==> config.mk <==
export PLATFORM = sky130hd
export DESIGN_NAME = misalign_trap_unit
export DESIGN_NICKNAME = d
export VERILOG_FILES = /design/src/rtl/misalign_pkg.sv /design/src/rtl/misalign_lane_check.sv /design/src/rtl/misalign_status_rec.sv /design/src/rtl/misalign_trap_unit.sv
export SDC_FILE = /design/constraint.sdc
export NUM_CORES = 1
export LEC_CHECK = 0
export CAP_MARGIN = 25
export CORE_AREA = 2 2 255 257
export CTS_CLUSTER_DIAMETER = 50
export CTS_CLUSTER_SIZE = 28
export DETAILED_ROUTE_END_ITERATION = 10
export DIE_AREA = 0 0 257 259
export PLACE_DENSITY = 0.37
export RECOVER_POWER = 100
export SYNTH_ARGS = -nofsm -noshare
export SYNTH_HDL_FRONTEND = slang
export SYNTH_HIERARCHICAL = 1
export SYNTH_SLANG_ARGS = --single-unit
==> constraint.sdc <==
create_clock -name clk -period 5.8 [get_ports clk]
set_clock_uncertainty 0.15 [all_clocks]
set_input_delay 1.16 -clock clk [delete_from_list [all_inputs] [get_ports clk]]
set_output_delay 1.16 -clock clk [all_outputs]
set_load 0.03 [all_outputs]
==> src/rtl/misalign_pkg.sv <==
package misalign_pkg;
  localparam int ESR_W       = 32;
  localparam int F_VALID     = 0;
  localparam int F_CODE_LSB  = 1;
  localparam int F_CODE_W    = 5;
  localparam int F_ADDR_V    = 11;
  localparam int F_DATA_V    = 12;
  localparam int F_DREG_LSB  = 13;
  localparam int F_DREG_W    = 4;
  localparam logic [F_CODE_W-1:0] CODE_MISALIGN = 5'h0B;
  localparam logic [F_DREG_W-1:0] DREG_STORE    = 4'd3;

  function automatic logic [ESR_W-1:0] make_esr(input logic is_store);
    logic [ESR_W-1:0] w;
    w = '0;
    w[F_VALID] = 1'b1;
    w[F_CODE_LSB +: F_CODE_W] = CODE_MISALIGN;
    w[F_ADDR_V] = 1'b1;
    w[F_DATA_V] = is_store;
    w[F_DREG_LSB +: F_DREG_W] = is_store ? DREG_STORE : '0;
    return w;
  endfunction
endpackage

==> src/rtl/misalign_lane_check.sv <==
module misalign_lane_check #(
  parameter int ADDR_W    = 32,
  parameter int WORD_LSBS = 2,
  parameter bit CHECKED   = 1'b1
) (
  input  logic              valid,
  input  logic              mask_align,
  input  logic [ADDR_W-1:0] addr,
  output logic [ADDR_W-1:0] addr_out,
  output logic              trap
);
  logic off_word;
  assign off_word = |addr[WORD_LSBS-1:0];

  generate
    if (CHECKED) begin : g_checked
      always_comb begin
        trap     = valid && off_word && !mask_align;
        addr_out = addr;
        if (valid && off_word && mask_align)
          addr_out = {addr[ADDR_W-1:WORD_LSBS], {WORD_LSBS{1'b0}}};
      end
    end else begin : g_pass
      assign trap     = 1'b0;
      assign addr_out = addr;
    end
  endgenerate
endmodule

==> src/rtl/misalign_status_rec.sv <==
module misalign_status_rec
  import misalign_pkg::*;
#(
  parameter int ADDR_W = 32,
  parameter int PC_W   = 32,
  parameter int IDX_W  = 4,
  parameter int MY_IDX = 8
) (
  input  logic              clk,
  input  logic              rst_n,
  input  logic              cap,
  input  logic              cap_store,
  input  logic [ADDR_W-1:0] cap_addr,
  input  logic [PC_W-1:0]   cap_pc,
  input  logic              clr_valid,
  input  logic [IDX_W-1:0]  clr_idx,
  output logic [ESR_W-1:0]  esr,
  output logic [PC_W-1:0]   epc,
  output logic [ADDR_W-1:0] ear
);
  localparam logic [IDX_W-1:0] SELF = IDX_W'(MY_IDX);

  logic [ESR_W-1:0] esr_d;
  logic             esr_en, fault_en, clr_hit;

  assign clr_hit  = clr_valid && (clr_idx == SELF);
  assign fault_en = cap;
  assign esr_en   = cap || clr_hit;

  always_comb begin
    esr_d = esr;
    if (cap)
      esr_d = make_esr(cap_store);
    else if (clr_hit)
      esr_d[F_VALID] = 1'b0;
  end

  always_ff @(posedge clk or negedge rst_n) begin
    if (!rst_n) begin
      esr <= '0;
      epc <= '0;
      ear <= '0;
    end else begin
      if (esr_en)   esr <= esr_d;
      if (fault_en) epc <= cap_pc;
      if (fault_en) ear <= cap_addr;
    end
  end
endmodule

==> src/rtl/misalign_trap_unit.sv <==
module misalign_trap_unit
  import misalign_pkg::*;
#(
  parameter int NUM_SLOTS     = 3,
  parameter int ADDR_W        = 32,
  parameter int DATA_W        = 32,
  parameter int PC_W          = 32,
  parameter int IDX_W         = 4,
  parameter int TRAP_BASE_IDX = 8,
  parameter int WORD_LSBS     = 2
) (
  input  logic                                 clk,
  input  logic                                 rst_n,
  input  logic                                 mask_align,
  input  logic [NUM_SLOTS-1:0]                 acc_valid,
  input  logic [NUM_SLOTS-1:0]                 acc_store,
  input  logic [NUM_SLOTS-1:0]                 acc_base_upd,
  input  logic [NUM_SLOTS-1:0][ADDR_W-1:0]     acc_addr,
  input  logic [NUM_SLOTS-1:0][DATA_W-1:0]     acc_wdata,
  input  logic [NUM_SLOTS-1:0][PC_W-1:0]       acc_pc,
  input  logic                                 clr_valid,
  input  logic [IDX_W-1:0]                     clr_idx,
  output logic [NUM_SLOTS-1:0][ADDR_W-1:0]     mem_addr,
  output logic [NUM_SLOTS-1:0]                 dest_wb_kill,
  output logic [NUM_SLOTS-1:0]                 base_wb_en,
  output logic                                 exc_req,
  output logic [NUM_SLOTS-2:0][ESR_W-1:0]      esr_q,
  output logic [NUM_SLOTS-2:0][PC_W-1:0]       epc_q,
  output logic [NUM_SLOTS-2:0][ADDR_W-1:0]     ear_q,
  output logic [DATA_W-1:0]                    edr_q,
  output logic [(1<<IDX_W)-1:0]                exc_summary
);
  localparam int NUM_TRAP = NUM_SLOTS - 1;
  localparam int SUM_W    = 1 << IDX_W;

  logic [1:0]           rst_sync;
  logic                 rst_q_n;
  logic [NUM_SLOTS-1:0] lane_trap;
  logic [NUM_SLOTS-1:0] lane_cap;
  logic [DATA_W-1:0]    edr_d;
  logic                 edr_en;

  always_ff @(posedge clk or negedge rst_n) begin
    if (!rst_n) rst_sync <= 2'b00;
    else        rst_sync <= {rst_sync[0], 1'b1};
  end
  assign rst_q_n = rst_sync[1];

  genvar k;
  generate
    for (k = 0; k < NUM_SLOTS; k++) begin : g_lane
      misalign_lane_check #(
        .ADDR_W(ADDR_W), .WORD_LSBS(WORD_LSBS), .CHECKED(k != 0)
      ) u_chk (
        .valid(acc_valid[k]), .mask_align(mask_align), .addr(acc_addr[k]),
        .addr_out(mem_addr[k]), .trap(lane_trap[k])
      );
      assign lane_cap[k]     = lane_trap[k] && rst_q_n;
      assign dest_wb_kill[k] = lane_cap[k] && !acc_store[k];
      assign base_wb_en[k]   = acc_valid[k] && acc_base_upd[k];
    end
    for (k = 1; k < NUM_SLOTS; k++) begin : g_rec
      misalign_status_rec #(
        .ADDR_W(ADDR_W), .PC_W(PC_W), .IDX_W(IDX_W),
        .MY_IDX(TRAP_BASE_IDX + k - 1)
      ) u_rec (
        .clk(clk), .rst_n(rst_q_n),
        .cap(lane_cap[k]), .cap_store(acc_store[k]),
        .cap_addr(acc_addr[k]), .cap_pc(acc_pc[k]),
        .clr_valid(clr_valid), .clr_idx(clr_idx),
        .esr(esr_q[k-1]), .epc(epc_q[k-1]), .ear(ear_q[k-1])
      );
    end
  endgenerate

  assign exc_req = |lane_cap;

  always_comb begin
    edr_en = 1'b0;
    edr_d  = edr_q;
    for (int i = 1; i < NUM_SLOTS; i++) begin
      if (lane_cap[i] && acc_store[i]) begin
        edr_en = 1'b1;
        edr_d  = acc_wdata[i];
      end
    end
  end

  always_ff @(posedge clk or negedge rst_q_n) begin
    if (!rst_q_n)    edr_q <= '0;
    else if (edr_en) edr_q <= edr_d;
  end

  always_comb begin
    exc_summary = '0;
    for (int i = 0; i < NUM_TRAP; i++)
      exc_summary[TRAP_BASE_IDX + i] = esr_q[i][F_VALID];
  end

  logic unused_sum;
  assign unused_sum = ^SUM_W;
endmodule

## Word-level counts from Yosys, hierarchy flattened

Index checks and enable logic that the tools add are counted.
Widths: inputs -> output; s select.

- Flip-flop bits (word level): 182

- Equality and inequality tests: 2
- Multiplexer cells: 12
- Reductions and logical operators: 33

Operators by type and width:

| cell | count |
|---|---|
| $mux 32 | 2 |
| $logic_and 1x1->1 | 17 |
| $reduce_and 2->1 | 5 |
| $eq 4x4->1 const B | 2 |
| $mux 2 | 4 |
| $mux 1 | 6 |
| $reduce_bool 2->1 | 3 |
| $reduce_or 2->1 | 3 |
| $logic_not 1->1 | 3 |
| $logic_or 1x1->1 | 2 |

## Logic depth before layout (Yosys ltp)

- Depth after elaboration: 8
- Mapped depth: 8

## Hierarchy

The synthesis kept the hierarchy.

By module, submodules not included:

| module | instances | sequential area each (um2) | cells an instance | area each (um2) |
|---|---|---|---|---|
| misalign_status_rec at g_rec[2].u_rec | 1 | 1,676.6 | 175 | 2,787.7 |
| misalign_status_rec at g_rec[1].u_rec | 1 | 1,676.6 | 175 | 2,786.4 |
| misalign_trap_unit | 1 | 850.8 | 139 | 1,941.9 |
| misalign_lane_check at g_lane[1].u_chk ... | 2 | 0.0 | 34 | 256.5 |
| misalign_lane_check at g_lane[0].u_chk | 1 | 0.0 | 34 | 251.5 |

## Worst setup path after synthesis

Ideal clock, no wire load.

- Path kind: register to output
- Start point: register rst_sync[1]
- End point: output dest_wb_kill[2]
- Stages on the path, launching flop included: 3
- Path buffers: 0
- Arrival: 4.952 ns
- Data required time: 4.490 ns
- Path slack: -0.462 ns
- Path through: dfrtp_1 and2_1 nor2b_1

- Cells in the longest elaborated chain, start to end: 2

Ends and longest elaborated chain:

| element | line | source |
|---|---|---|
| start: declaration | misalign_trap_unit.sv:36 | `logic [1:0] rst_sync;` |
| start signal: assignment | misalign_trap_unit.sv:45 | `else rst_sync <= {rst_sync[0], 1'b1};` |
| $logic_and 1x1->1 | misalign_trap_unit.sv:58 | `assign lane_cap[k] = lane_trap[k] && rst_q_n;` |
| net lane_cap[2] | misalign_trap_unit.sv:39 | `logic [NUM_SLOTS-1:0] lane_cap;` |
| $logic_and 1x1->1 | misalign_trap_unit.sv:59 | `assign dest_wb_kill[k] = lane_cap[k] && !acc_store[k];` |
| end: declaration | misalign_trap_unit.sv:24 | `output logic [NUM_SLOTS-1:0] dest_wb_kill,` |

The timed path passes the listed nets, and every way through them passes these cells.

## Worst setup path in the final report

- Start point: input acc_addr[64] (netlist name)
- End point: output dest_wb_kill[2]

- Cells in the longest elaborated chain, start to end: 5

Ends and longest elaborated chain:

| element | line | source |
|---|---|---|
| start: declaration | misalign_trap_unit.sv:18 | `input logic [NUM_SLOTS-1:0][ADDR_W-1:0] acc_addr,` |
| $reduce_or 2->1 | misalign_lane_check.sv:13 | `assign off_word = \|addr[WORD_LSBS-1:0];` |
| $logic_and 1x1->1 (2 in a row) | misalign_lane_check.sv:18 | `trap = valid && off_word && !mask_align;` |
| net lane_trap[2] | misalign_trap_unit.sv:38 | `logic [NUM_SLOTS-1:0] lane_trap;` |
| $logic_and 1x1->1 | misalign_trap_unit.sv:58 |  |
| net lane_cap[2] | misalign_trap_unit.sv:39 |  |
| $logic_and 1x1->1 | misalign_trap_unit.sv:59 |  |

The timed path passes the listed nets, and every way through them passes these cells.

==> flow_metrics.env <==
export IMPL_outcome="complete, but fails checks"
export IMPL_violations="capacitance limit, slew limit"
export IMPL_synth_top_cell_area_share_pct=50.8
export IMPL_fin_hold_ws_ns=0.199
export IMPL_slew_viol_final=116
export IMPL_cts_resized=0
export IMPL_grt_pass1_wl_um=38900
export IMPL_grt_pass1_vias=5927
export IMPL_rsz0062_at_grt="no"
export IMPL_fin_util_pct=20.5
export IMPL_grt_overflow_total=0
export IMPL_first_iter_violations=124
export IMPL_crit_required_ns=4.49
export IMPL_io_buffer_count=456
export IMPL_wl_um=26600
export IMPL_power_w=0.00436
export IMPL_crit_top_cell="dlygate4sd3_1"
export IMPL_worst_slew_pin_slew_ns=3.17
export IMPL_vias=5562
export IMPL_setup_slack_ns=0.612
export IMPL_synth_warnings=6
export IMPL_path_clk_slew_ns=0.06
export IMPL_drive_gt1_share_pct=17.9
export IMPL_crit_chain="dlygate4sd3_1, nor2_1, nor3b_1, and2_0, nor2b_1, dlygate4sd3_1"
export IMPL_ant_nets=0
export IMPL_p_per_area_mw_per_mm2=333
export IMPL_crit_path_max_fanout=3
export IMPL_fin_setup_tns_ns=0
export IMPL_critPathArrivalTime_ns=3.88
export IMPL_post_dp_hpwl_um=20300
export IMPL_cts_tree="done"
export IMPL_final_min_clock_period_ns=5.19
export IMPL_syn_to_final_growth_pct=58.3
export IMPL_power_leakage_nw=5.26
export IMPL_p_clk_share_pct=26.3
export IMPL_yosys_register_bits=168
export IMPL_wl_per_cell_um=14.6
export IMPL_cts_setup_buffers=0
export IMPL_drv_cap=2
export IMPL_htree_levels=4
export IMPL_critPathMaxStageDelay_ns=0.85
export IMPL_cts_root_buf="clkbuf_16"
export IMPL_synth_area_mm2=0.00828
export IMPL_firstDrtPassIters=4
export IMPL_p_switching_w=0.00163
export IMPL_antenna_cells=0
export IMPL_via_per_inst=3.06
export IMPL_cp_slowest_cell="dlygate4sd3_1"
export IMPL_grtUsageTotal_pct=8.02
export IMPL_nets=1255
export IMPL_postCtsHoldBufs=0
export IMPL_min_path_type="flip-flop to flip-flop"
export IMPL_io_pins=648
export IMPL_critPathLaunchType="input port"
export IMPL_synthCells=591
export IMPL_grt_start_max_net_pins=67
export IMPL_clkSinkCount=168
export IMPL_seqPwrFrac_pct=35.5
export IMPL_path_class="input port to output port"
export IMPL_cts_path_max_buffers=2
export IMPL_sw_frac_of_total_pct=37.5
export IMPL_combPwrFrac_pct=38.2
export IMPL_place_congestion=0.697
export IMPL_critPathTopFamily="buffers and inverters"
export IMPL_row_count=93
export IMPL_drc=0
export IMPL_worstSkewPairLatency_ns=0.47
export IMPL_setup_violations=0
export IMPL_critPathBufInv=2
export IMPL_die_h_um=259
export IMPL_relSlewSlack_pct=-111
export IMPL_synth_area_leaders="dfrtp_1 (51%), mux2_2 (17%), buf_4 (15%), mux2_4 (12%), buf_6 (1.5%)"
export IMPL_yosysUniqueCellTypes=23
export IMPL_core_mm2=0.0639
export IMPL_fin_crit_sh_pct=89.4
export IMPL_dieArea_mm2=0.0666
export IMPL_endpoint_kind="output port"
export IMPL_antenna_found_initial=1
export IMPL_vdd_drop_max_v=0.000219
export IMPL_fp_dieW_um=257
export IMPL_start_util_pct=13.0
export IMPL_max_freq_mhz=193
export IMPL_synth_seq_area_share_pct=50.8
export IMPL_pre_cts_ws_ns=0.863
export IMPL_syn_avg_cell_area_um2=14.0
export IMPL_hold_viol_final=0
export IMPL_cts_inserted_buffers=17
export IMPL_p_int_w=0.00273
export IMPL_yosysTopAreaCell="dfrtp_1"
## Yosys cell counts
master      n
nor2_1      9
nand2_1     2
a21boi_0    4
mux2i_1     2
buf_6      11
mux2_4     64
o31a_1      1
nor3b_1     1
nor3b_2     2
nand2_2     1
or2_2       2
a21oi_1     2
nand3_1     2
a31oi_1     2
conb_1      5
dfrtp_1   168
and3b_1     1
buf_2      11
and2_1      5
mux2_2    126
buf_4     167
nor2b_1     2
a22o_1      1
## sequential cells by signal, indices dropped and copies added (netlist names)
signal           count
rst_sync             2
edr_q               32
g_rec.u_rec/epc     64
g_rec.u_rec/esr      6
g_rec.u_rec/ear     64
## worst paths after layout
path                            slack (ns)  depth (start not counted)             startpoint                            endpoint
min in group asynchronous             0.38                          0  rst_sync[1]$_DFF_PN0_                edr_q[4]$_DFFE_PN0P_
worst min register to register        0.20                          0  rst_sync[0]$_DFF_PN0_               rst_sync[1]$_DFF_PN0_
worst max register to register        1.53                          1  rst_sync[1]$_DFF_PN0_  g_rec[1].u_rec/epc[31]$_DFFE_PN0P_
worst min-delay path                  0.20                          0  rst_sync[0]$_DFF_PN0_               rst_sync[1]$_DFF_PN0_
max in group asynchronous             1.53                          1  rst_sync[1]$_DFF_PN0_  g_rec[1].u_rec/epc[31]$_DFFE_PN0P_
worst max-delay path                  0.61                          6           acc_addr[64]                     dest_wb_kill[2]
## area by class of cell
type,count,area [um2]
clock buffers,20,437
clock inverters,12,118
flip-flops and latches,168,4200
fillers,6914,50800
well taps,855,1070
multi-input cells,293,2640
repair buffers,470,4640
## power groups by stage
stage	Combinational, W	Clock, W	Sequential (W)
3_5_place_dp	0.00185	0	0.00159
3_3_place_gp	0.00186	0	0.00158
4_1_cts	0.00186	0.00123	0.00157
5_1_grt	0.00175	0.00126	0.00159
6_report	0.00166	0.00115	0.00155
2_1_floorplan	0.000560	0	0.00212
## per-stage QoR
stage,instance area (um2),cells
2_1_floorplan,8500,650
3_3_place_gp,12800,1784
3_5_place_dp,12800,1785
4_1_cts,13400,1817
5_1_grt,13100,1818
6_report,13100,1818
## layout by cell type (no fill, tap or decap), types with 2 or more instances in the layout
| cell | netlist | routed |
|---|---|---|
| or2_2 | 2 | 2 |
| clkbuf_1 | 0 | 9 |
| nor2_1 | 9 | 9 |
| inv_6 | 0 | 3 |
| clkbuf_16 | 0 | 17 |
| mux2i_1 | 2 | 2 |
| clkinvlp_4 | 0 | 4 |
| buf_4 | 167 | 6 |
| dlygate4sd3_1 | 0 | 250 |
| a21oi_1 | 2 | 2 |
| and2_0 | 0 | 2 |
| dfrtp_1 | 168 | 168 |
| mux2_2 | 126 | 126 |
| a21boi_0 | 4 | 4 |
| and2_1 | 5 | 3 |
| conb_1 | 5 | 64 |
| nand2_1 | 2 | 3 |
| nand3_1 | 2 | 2 |
| nor2b_1 | 2 | 2 |
| clkinv_4 | 0 | 3 |
| nor3b_1 | 1 | 3 |
| mux2_1 | 0 | 57 |
| clkdlybuf4s50_1 | 0 | 206 |
| clkbuf_2 | 0 | 2 |
| mux2_4 | 64 | 7 |
| a31oi_1 | 2 | 2 |
## cells by family (layout without fill, tap and decap cells)
kind of cell           count (synthesis)  after routing  share of synthesized area, %
multiplexers                         192            192                          29.0
buffers and inverters                189            502                          17.3
flip-flops                           168            168                          50.8
AND/OR/NAND/NOR                       27             27                          1.87
AO/OA/AOI/OAI                         10             10                         0.846
other                                  5             64                         0.227
## routing by layer
metal / part of all wire (%) / routed length [um] / vias up / GRT usage, %
met2: 49 / 13000 / 303 / 12.9
met3: 8.8 / 2340 / 27 / 3.54
met4: 2.4 / 625 / 0 / 3.80
met1: 40 / 10600 / 2731 / 9.11
li1: - / - / 2501 / -
met5: 0 / 0 / - / 0
Note: power is estimated with default switching activity, not from simulation.
